`src/rtl/pwm_pkg.sv`:
```
package pwm_pkg;

    // word index inside a channel window (byte address bits 4..2)
    localparam logic [2:0] WRD_PERIOD = 3'd0;
    localparam logic [2:0] WRD_HIGH   = 3'd1;
    localparam logic [2:0] WRD_BURST  = 3'd2;
    localparam logic [2:0] WRD_CTRL   = 3'd3;

    // low address bits spanned by one channel window
    localparam int WIN_BITS = 5;

    // control word; en is bit 0, inv bit 1, keep bit 2
    typedef struct packed {
        logic keep;
        logic inv;
        logic en;
    } ctrl_t;

    typedef enum logic [1:0] {
        CH_OFF  = 2'd0,
        CH_RUN  = 2'd1,
        CH_DONE = 2'd2
    } ch_state_e;

endpackage

```
`src/rtl/pwm_regs.sv`:
```
module pwm_regs
    import pwm_pkg::*;
#(
    parameter int N_CH   = 4,
    parameter int DATA_W = 32,
    parameter int ADDR_W = 7
) (
    input  logic                           clk,
    input  logic                           rst,
    input  logic [ADDR_W-1:0]              addr,
    input  logic                           we,
    input  logic [DATA_W-1:0]              wdata,
    output logic [DATA_W-1:0]              rdata,
    output logic [N_CH-1:0][DATA_W-1:0]    per_o,
    output logic [N_CH-1:0][DATA_W-1:0]    high_o,
    output logic [N_CH-1:0][DATA_W-1:0]    burst_o,
    output ctrl_t [N_CH-1:0]               ctrl_o,
    output logic [N_CH-1:0]                ctrl_wr_o
);

    localparam int CH_W = ADDR_W - WIN_BITS;

    logic            aligned;
    logic [CH_W-1:0] ch_sel;
    logic [2:0]      word;

    assign aligned = (addr[1:0] == 2'b00);
    assign ch_sel  = addr[ADDR_W-1:WIN_BITS];
    assign word    = addr[WIN_BITS-1:2];

    for (genvar g = 0; g < N_CH; g++) begin : g_ch
        logic hit;
        assign hit          = we && aligned && (ch_sel == CH_W'(g));
        assign ctrl_wr_o[g] = hit && (word == WRD_CTRL);

        always_ff @(posedge clk) begin
            if (rst) begin
                per_o[g]   <= '0;
                high_o[g]  <= '0;
                burst_o[g] <= '0;
                ctrl_o[g]  <= '0;
            end else if (hit) begin
                unique case (word)
                    WRD_PERIOD: per_o[g]   <= wdata;
                    WRD_HIGH:   high_o[g]  <= wdata;
                    WRD_BURST:  burst_o[g] <= wdata;
                    WRD_CTRL:   ctrl_o[g]  <= ctrl_t'(wdata[2:0]);
                    default: ;
                endcase
            end
        end
    end

    always_comb begin
        rdata = '0;
        if (aligned) begin
            unique case (word)
                WRD_PERIOD: rdata = per_o[ch_sel];
                WRD_HIGH:   rdata = high_o[ch_sel];
                WRD_BURST:  rdata = burst_o[ch_sel];
                WRD_CTRL:   rdata = {{(DATA_W-3){1'b0}}, ctrl_o[ch_sel]};
                default:    rdata = '0;
            endcase
        end
    end

endmodule

```
`src/rtl/pwm_chan.sv`:
```
module pwm_chan
    import pwm_pkg::*;
#(
    parameter int DATA_W         = 32,
    parameter bit HOLD_UNTIL_ARM = 1'b0
) (
    input  logic              clk,
    input  logic              rst,
    input  logic [DATA_W-1:0] per_i,
    input  logic [DATA_W-1:0] high_i,
    input  logic [DATA_W-1:0] burst_i,
    input  ctrl_t             ctrl_i,
    input  logic              ctrl_wr_i,
    input  ctrl_t             wr_ctrl_i,
    output logic              pwm_o,
    output logic              busy_o
);

    ch_state_e         st_q, st_d, start_tgt;
    logic [DATA_W-1:0] cnt_q, per_a, high_a, left_q;
    logic              pend_q, out_q;
    logic              arm, disarm, wrap, last_pulse, take_new, level, entering;

    assign arm        = ctrl_wr_i && wr_ctrl_i.en;
    assign disarm     = ctrl_wr_i && !wr_ctrl_i.en;
    assign wrap       = (per_a == '0) || (cnt_q >= per_a - 1'b1);
    assign last_pulse = wrap && (per_a != '0) && !ctrl_i.keep && (left_q <= 1);
    assign take_new   = !HOLD_UNTIL_ARM || pend_q;
    assign start_tgt  = (!wr_ctrl_i.keep && burst_i == '0) ? CH_DONE : CH_RUN;
    assign entering   = (st_q != CH_RUN) && (st_d == CH_RUN);

    // state register
    always_ff @(posedge clk) begin
        if (rst) st_q <= CH_OFF;
        else     st_q <= st_d;
    end

    // transitions: START, STOP, FINISH, REARM
    always_comb begin
        st_d = st_q;
        unique case (st_q)
            CH_OFF: begin
                if (arm) st_d = start_tgt;                  // START
            end
            CH_RUN: begin
                if (disarm)          st_d = CH_OFF;         // STOP
                else if (last_pulse) st_d = CH_DONE;        // FINISH
            end
            CH_DONE: begin
                if (disarm)   st_d = CH_OFF;                // STOP
                else if (arm) st_d = start_tgt;             // REARM
            end
            default: st_d = CH_OFF;
        endcase
    end

    // period counter and active timing
    always_ff @(posedge clk) begin
        if (rst) begin
            cnt_q  <= '0;
            per_a  <= '0;
            high_a <= '0;
            left_q <= '0;
            pend_q <= 1'b0;
        end else if (entering) begin
            cnt_q  <= '0;
            per_a  <= per_i;
            high_a <= high_i;
            left_q <= burst_i;
            pend_q <= 1'b0;
        end else if (st_q == CH_RUN) begin
            if (HOLD_UNTIL_ARM && arm) pend_q <= 1'b1;
            if (wrap) begin
                cnt_q <= '0;
                if (take_new) begin
                    per_a  <= per_i;
                    high_a <= high_i;
                    pend_q <= 1'b0;
                end
                if (!ctrl_i.keep && per_a != '0 && left_q != '0)
                    left_q <= left_q - 1'b1;
            end else begin
                cnt_q <= cnt_q + 1'b1;
            end
        end
    end

    assign level = (st_q == CH_RUN) && (per_a != '0) && (cnt_q < high_a);

    // registered pin
    always_ff @(posedge clk) begin
        if (rst) out_q <= 1'b0;
        else     out_q <= level ^ ctrl_i.inv;
    end

    assign pwm_o  = out_q;
    assign busy_o = (st_q == CH_RUN);

endmodule

```
`src/rtl/pwm_bank.sv`:
```
module pwm_bank
    import pwm_pkg::*;
#(
    parameter int N_CH           = 4,
    parameter int DATA_W         = 32,
    parameter bit HOLD_UNTIL_ARM = 1'b0,
    localparam int CH_W          = (N_CH > 1) ? $clog2(N_CH) : 1,
    localparam int ADDR_W        = CH_W + WIN_BITS
) (
    input  logic              clk,
    input  logic              rst,
    input  logic [ADDR_W-1:0] bus_addr,
    input  logic              bus_we,
    input  logic [DATA_W-1:0] bus_wdata,
    output logic [DATA_W-1:0] bus_rdata,
    output logic [N_CH-1:0]   pwm_out,
    output logic [N_CH-1:0]   busy
);

    logic [N_CH-1:0][DATA_W-1:0] per_r, high_r, burst_r;
    ctrl_t [N_CH-1:0]            ctrl_r;
    logic [N_CH-1:0]             ctrl_wr;
    ctrl_t                       wr_ctrl;
    logic [N_CH-1:0]             en_v, inv_v, keep_v;

    assign wr_ctrl = ctrl_t'(bus_wdata[2:0]);

    pwm_regs #(
        .N_CH   (N_CH),
        .DATA_W (DATA_W),
        .ADDR_W (ADDR_W)
    ) u_regs (
        .clk       (clk),
        .rst       (rst),
        .addr      (bus_addr),
        .we        (bus_we),
        .wdata     (bus_wdata),
        .rdata     (bus_rdata),
        .per_o     (per_r),
        .high_o    (high_r),
        .burst_o   (burst_r),
        .ctrl_o    (ctrl_r),
        .ctrl_wr_o (ctrl_wr)
    );

    for (genvar g = 0; g < N_CH; g++) begin : g_chan
        assign en_v[g]   = ctrl_r[g].en;
        assign inv_v[g]  = ctrl_r[g].inv;
        assign keep_v[g] = ctrl_r[g].keep;

        pwm_chan #(
            .DATA_W         (DATA_W),
            .HOLD_UNTIL_ARM (HOLD_UNTIL_ARM)
        ) u_chan (
            .clk       (clk),
            .rst       (rst),
            .per_i     (per_r[g]),
            .high_i    (high_r[g]),
            .burst_i   (burst_r[g]),
            .ctrl_i    (ctrl_r[g]),
            .ctrl_wr_i (ctrl_wr[g]),
            .wr_ctrl_i (wr_ctrl),
            .pwm_o     (pwm_out[g]),
            .busy_o    (busy[g])
        );
    end

endmodule

```
`config.mk`:
```
export PLATFORM = sky130hd
export DESIGN_NAME = pwm_bank
export DESIGN_NICKNAME = d
export VERILOG_FILES = /design/src/rtl/pwm_pkg.sv /design/src/rtl/pwm_regs.sv /design/src/rtl/pwm_chan.sv /design/src/rtl/pwm_bank.sv
export SDC_FILE = /design/constraint.sdc
export NUM_CORES = 2
export LEC_CHECK = 0
export BUFFER_PORTS_ARGS = -buffer_cell sky130_fd_sc_hd__clkbuf_2
export CAP_MARGIN = 20
export CORE_AREA = 2 2 329 331
export CTS_CLUSTER_DIAMETER = 60
export DETAILED_ROUTE_END_ITERATION = 8
export DIE_AREA = 0 0 331 333
export HOLD_SLACK_MARGIN = 0.03
export SETUP_SLACK_MARGIN = 0.2
export SKIP_LAST_GASP = 1
export SLEW_MARGIN = 10
export SYNTH_ARGS = -nofsm -noshare
export SYNTH_HDL_FRONTEND = slang
export SYNTH_SLANG_ARGS = --single-unit
```
`constraint.sdc`:
```
create_clock -name clk -period 12.35 [get_ports clk]
set_clock_uncertainty 0.2 [all_clocks]
set_input_delay 1.235 -clock clk [delete_from_list [all_inputs] [get_ports clk]]
set_output_delay 1.235 -clock clk [all_outputs]
set_load 0.01 [all_outputs]
```
==> summary.md <==
| Metric | Value |
|---|---|
| CTS H-tree lvls | `3` |
| Flops & latches, synth | `920` |
| CTS clk-pin slew, worst paths | `around 0.060 ns` |
| I/O pin total | `between 80 and 90` |
| DR DRC count | `0` |
| Number of global-route vias before repair | `roughly 38,000` |
| Largest net degree at the start of global routing | `~180` |
| GP Congestion | `between 0.9 and 1` |
| Via density per instance | `5.90` |
| Logic pwr share | `0.030` |
| CTS sink cnt | `920` |
| Routed wire length | `around 170,000 µm` |
| NetSw | `0.00149 W` |
| WHS | `approximately 0.25 ns` |
| Post-CTS Setup Inserts | `0` |
| # Max-Cap Violations | `0` |
| Initial core utilization | `0.446` |
| Total negative slack | `0 ns` |
| Min-Delay Path Class | `flop to flop` |
| DR WL/cell | `24.0 µm` |
| Critical path class | `flop to flop` |
| Synth unique cells | `89` |
| Peak supply drop | `0.000106 V` |
| IO Port Bufs | `81` |
| Die Width | `roughly 330 µm` |
| Top FF cell, synth | `dfxtp_1` |
| Most frequent cell after synthesis | `nand2_1` |
| Final setup vio count | `0` |
| Post-Synthesis Cell Area | `approximately 48,000 µm²` |
| Yosys top cell area share | `0.387` |
| CTS root buffer | `clkbuf_16` |
| Worst slew pin tran | `1.22 ns` |
| Post_cts resized | `0` |
| # rows | `120` |
| Slew headroom | `0.184` |
| Yosys top cell by area | `dfxtp_1` |
| Warnings from Yosys | `0` |
| Switch share | `0.233` |
| Mean post-synth cell area | `approximately 8.3 µm²` |
| Commonest cells in the netlist | `nand2_1, dfxtp_1, nor2_1` |
| Syn Inst Count | `5,718` |
| Sequential-to-total area share from yosys stat | `0.387` |
| CTS max path bufs | `3` |
| Syn-to-layout area delta | `10.2%` |
| Share of cells above drive strength 1 | `0.0849` |
| Hold_buf cts | `0` |
| HPWL after detailed placement | `124,000 µm` |
| Fmax | `roughly 0.15 GHz` |
| Die Ht | `approximately 330 µm` |
| Clk_lat worst skew | `around 0.70 ns` |
| Post-layout util | `0.491` |
| Post-route ant nets | `0` |
| Antenna violations before repair | `8` |
| Core area | `~110,000 µm²` |
| Fin crit period | `between 6 and 7 ns` |
| TritonCTS clock tree | `done` |
| Int Pwr | `roughly 0.0049 W` |
| Worst setup EP type | `flop` |
| Lkg Pwr | `a little under 20 nW` |
| Pre-Repair DR Iteration Count | `6` |
| Final period utilization | `0.526` |
| Via count | `41,800` |
| Post-synth EDFFs | `0` |
| Final net count | `5,921` |
| Sequential share of power | `0.466` |
| Worst EP required | `~13 ns` |
| Ys async rst share | `0` |
| Initial drt markers | `4,442` |
| PD cells | `~120 nW/µm²` |
| First-pass GRT wire length | `~250,000 µm` |
| Cts bufs inserted | `between 100 and 150` |
| Final hold viol count | `0` |
| Die ar. | `around 110,000 µm²` |
| Net count of the mapped netlist | `6,028` |
| Setup crit start kind | `flop` |
| Max Slew Vio Count | `0` |
| Data arrival, critical path | `just under 7 ns` |
| Outcome | `completed` |
| RSZ-0062 raised after global routing | `no` |
| Clk pwr share | `0.504` |
| Max FO, Critical Path | `64` |
| Gr ovfl total | `0` |
| Top cells by area, synth | `dfxtp_1, nand2_1, ha_1` |
| All-Layer GR Usage | `0.301` |
==> per-layer routing <==
metal  wire length [µm]  global-route usage  up-vias
met5                 21                   0        -
met4               9490               0.147        4
met3              15400              0.0597      382
met2              75100               0.463     1787
met1              70200               0.403    20000
li1                   -                   -    19700
==> sequential cells by signal, summed over array words and instances, names as in the netlist <==
name                  flops
g_chan.u_chan.per_a     128
u_regs.high_o           128
u_regs.per_o            128
u_regs.burst_o          128
g_chan.u_chan.cnt_q     128
g_chan.u_chan.high_a    128
u_regs.ctrl_o            12
g_chan.u_chan.left_q    128
g_chan.u_chan.pwm_o       4
g_chan.u_chan.st_q        8
==> path summary, 6_finish.rpt <==
path	cells after the start	endpoint	startpoint	slack, ns
max reg2reg	18	g_chan[0].u_chan.high_a[26]$_SDFFE_PP0P_	g_chan[0].u_chan.per_a[0]$_SDFFE_PP0P_	5.86
min	2	g_chan[2].u_chan.high_a[27]$_SDFFE_PP0P_	g_chan[2].u_chan.high_a[27]$_SDFFE_PP0P_	0.25
min reg2reg	2	g_chan[2].u_chan.high_a[27]$_SDFFE_PP0P_	g_chan[2].u_chan.high_a[27]$_SDFFE_PP0P_	0.25
max	18	g_chan[0].u_chan.high_a[26]$_SDFFE_PP0P_	g_chan[0].u_chan.per_a[0]$_SDFFE_PP0P_	5.86
==> critical path, stage by stage (launching register included) <==
cell and delay, ns:
dfxtp_1 0.32, inv_1 0.10, ha_1 0.23, or3b_2 0.50, nand4b_1 0.36, nor2b_1 0.31, and2_1 0.26, nand3_1 0.11
xor2_1 0.18, ha_1 0.31, nand4_1 0.14, nor4b_1 0.59, nand3_1 0.15, o221ai_1 0.97, nor4_1 0.21, a21oi_4 0.17
buf_4 0.83, mux2i_1 0.29, nor2_1 0.05
==> power groups by stage <==
stage | Sequential (W) | Combinational [W] | Clock, W
6_report | 0.00298 | 0.000191 | 0.00321
5_1_grt | 0.00298 | 0.000196 | 0.00335
4_1_cts | 0.00298 | 0.000185 | 0.00324
3_5_place_dp | 0.00304 | 0.000184 | 0
3_3_place_gp | 0.00304 | 0.000184 | 0
2_1_floorplan | 0.00304 | 0.000112 | 0
==> area by class of cell <==
| type | instances | area (µm²) |
|---|---|---|
| antenna | 2 | 5.00 |
| timing repair buffer | 133 | 851 |
| multi-input combinational | 4275 | 27100 |
| fill | 10200 | 54200 |
| tap | 1403 | 1760 |
| clock buffer | 140 | 2990 |
| inverter | 179 | 672 |
| sequential | 920 | 18400 |
| clock inverter | 45 | 539 |
==> metrics by stage <==
step | std cells | area, µm² | worst slack, ns | total power (W)
after floorplan | 5718 | 47500 | 7.25 | 0.00315
after global placement | 6906 | 48800 | 6.08 | 0.00323
after detailed placement | 6906 | 48800 | 6.02 | 0.00323
after CTS | 7091 | 52300 | 6.00 | 0.00640
after global routing | 7095 | 52400 | 5.50 | 0.00652
final | 7097 | 52400 | 5.86 | 0.00638
==> cells in the final DEF (no fill, tap or decap), types with 16 or more instances in the layout <==
master     synthesis  layout
a211oi_1          68      67
buf_4             19      48
clkbuf_8           0      21
ha_1             268     268
xnor2_1          174     174
or2_2             17      17
or3_1             55      54
a31oi_1           22      21
inv_1            176     176
nor4_1           101     100
o211ai_1          18      18
a22oi_1           23      21
mux4_2            99      99
mux2i_1          227     227
a21o_1            35      35
o311ai_0          21      21
nand3b_1          16      16
o21ai_0           67      65
dfxtp_1          920     920
xor2_1           127     127
nand2_1         1108    1104
a21oi_1          613     612
nand3_1          105     105
and3_1            28      28
clkbuf_2           0      78
nor3_1           132     131
nor2_1           616     604
or4_1             41      41
clkbuf_16          0     106
clkinv_2           0      16
nand2b_1          29      29
nand4_1           71      71
==> cells by family after synthesis <==
| group | count (synthesis) | share of synthesized area |
|---|---|---|
| and+or+nand+nor | 2403 | 0.225 |
| adders and majority gates | 268 | 0.0705 |
| AOI/OAI and AO/OA | 974 | 0.121 |
| xor gates and xnor gates | 301 | 0.0555 |
| buffers and inverters | 523 | 0.0452 |
| DFF | 920 | 0.387 |
| muxes | 329 | 0.0954 |
(Power assumes the default switching activity.)
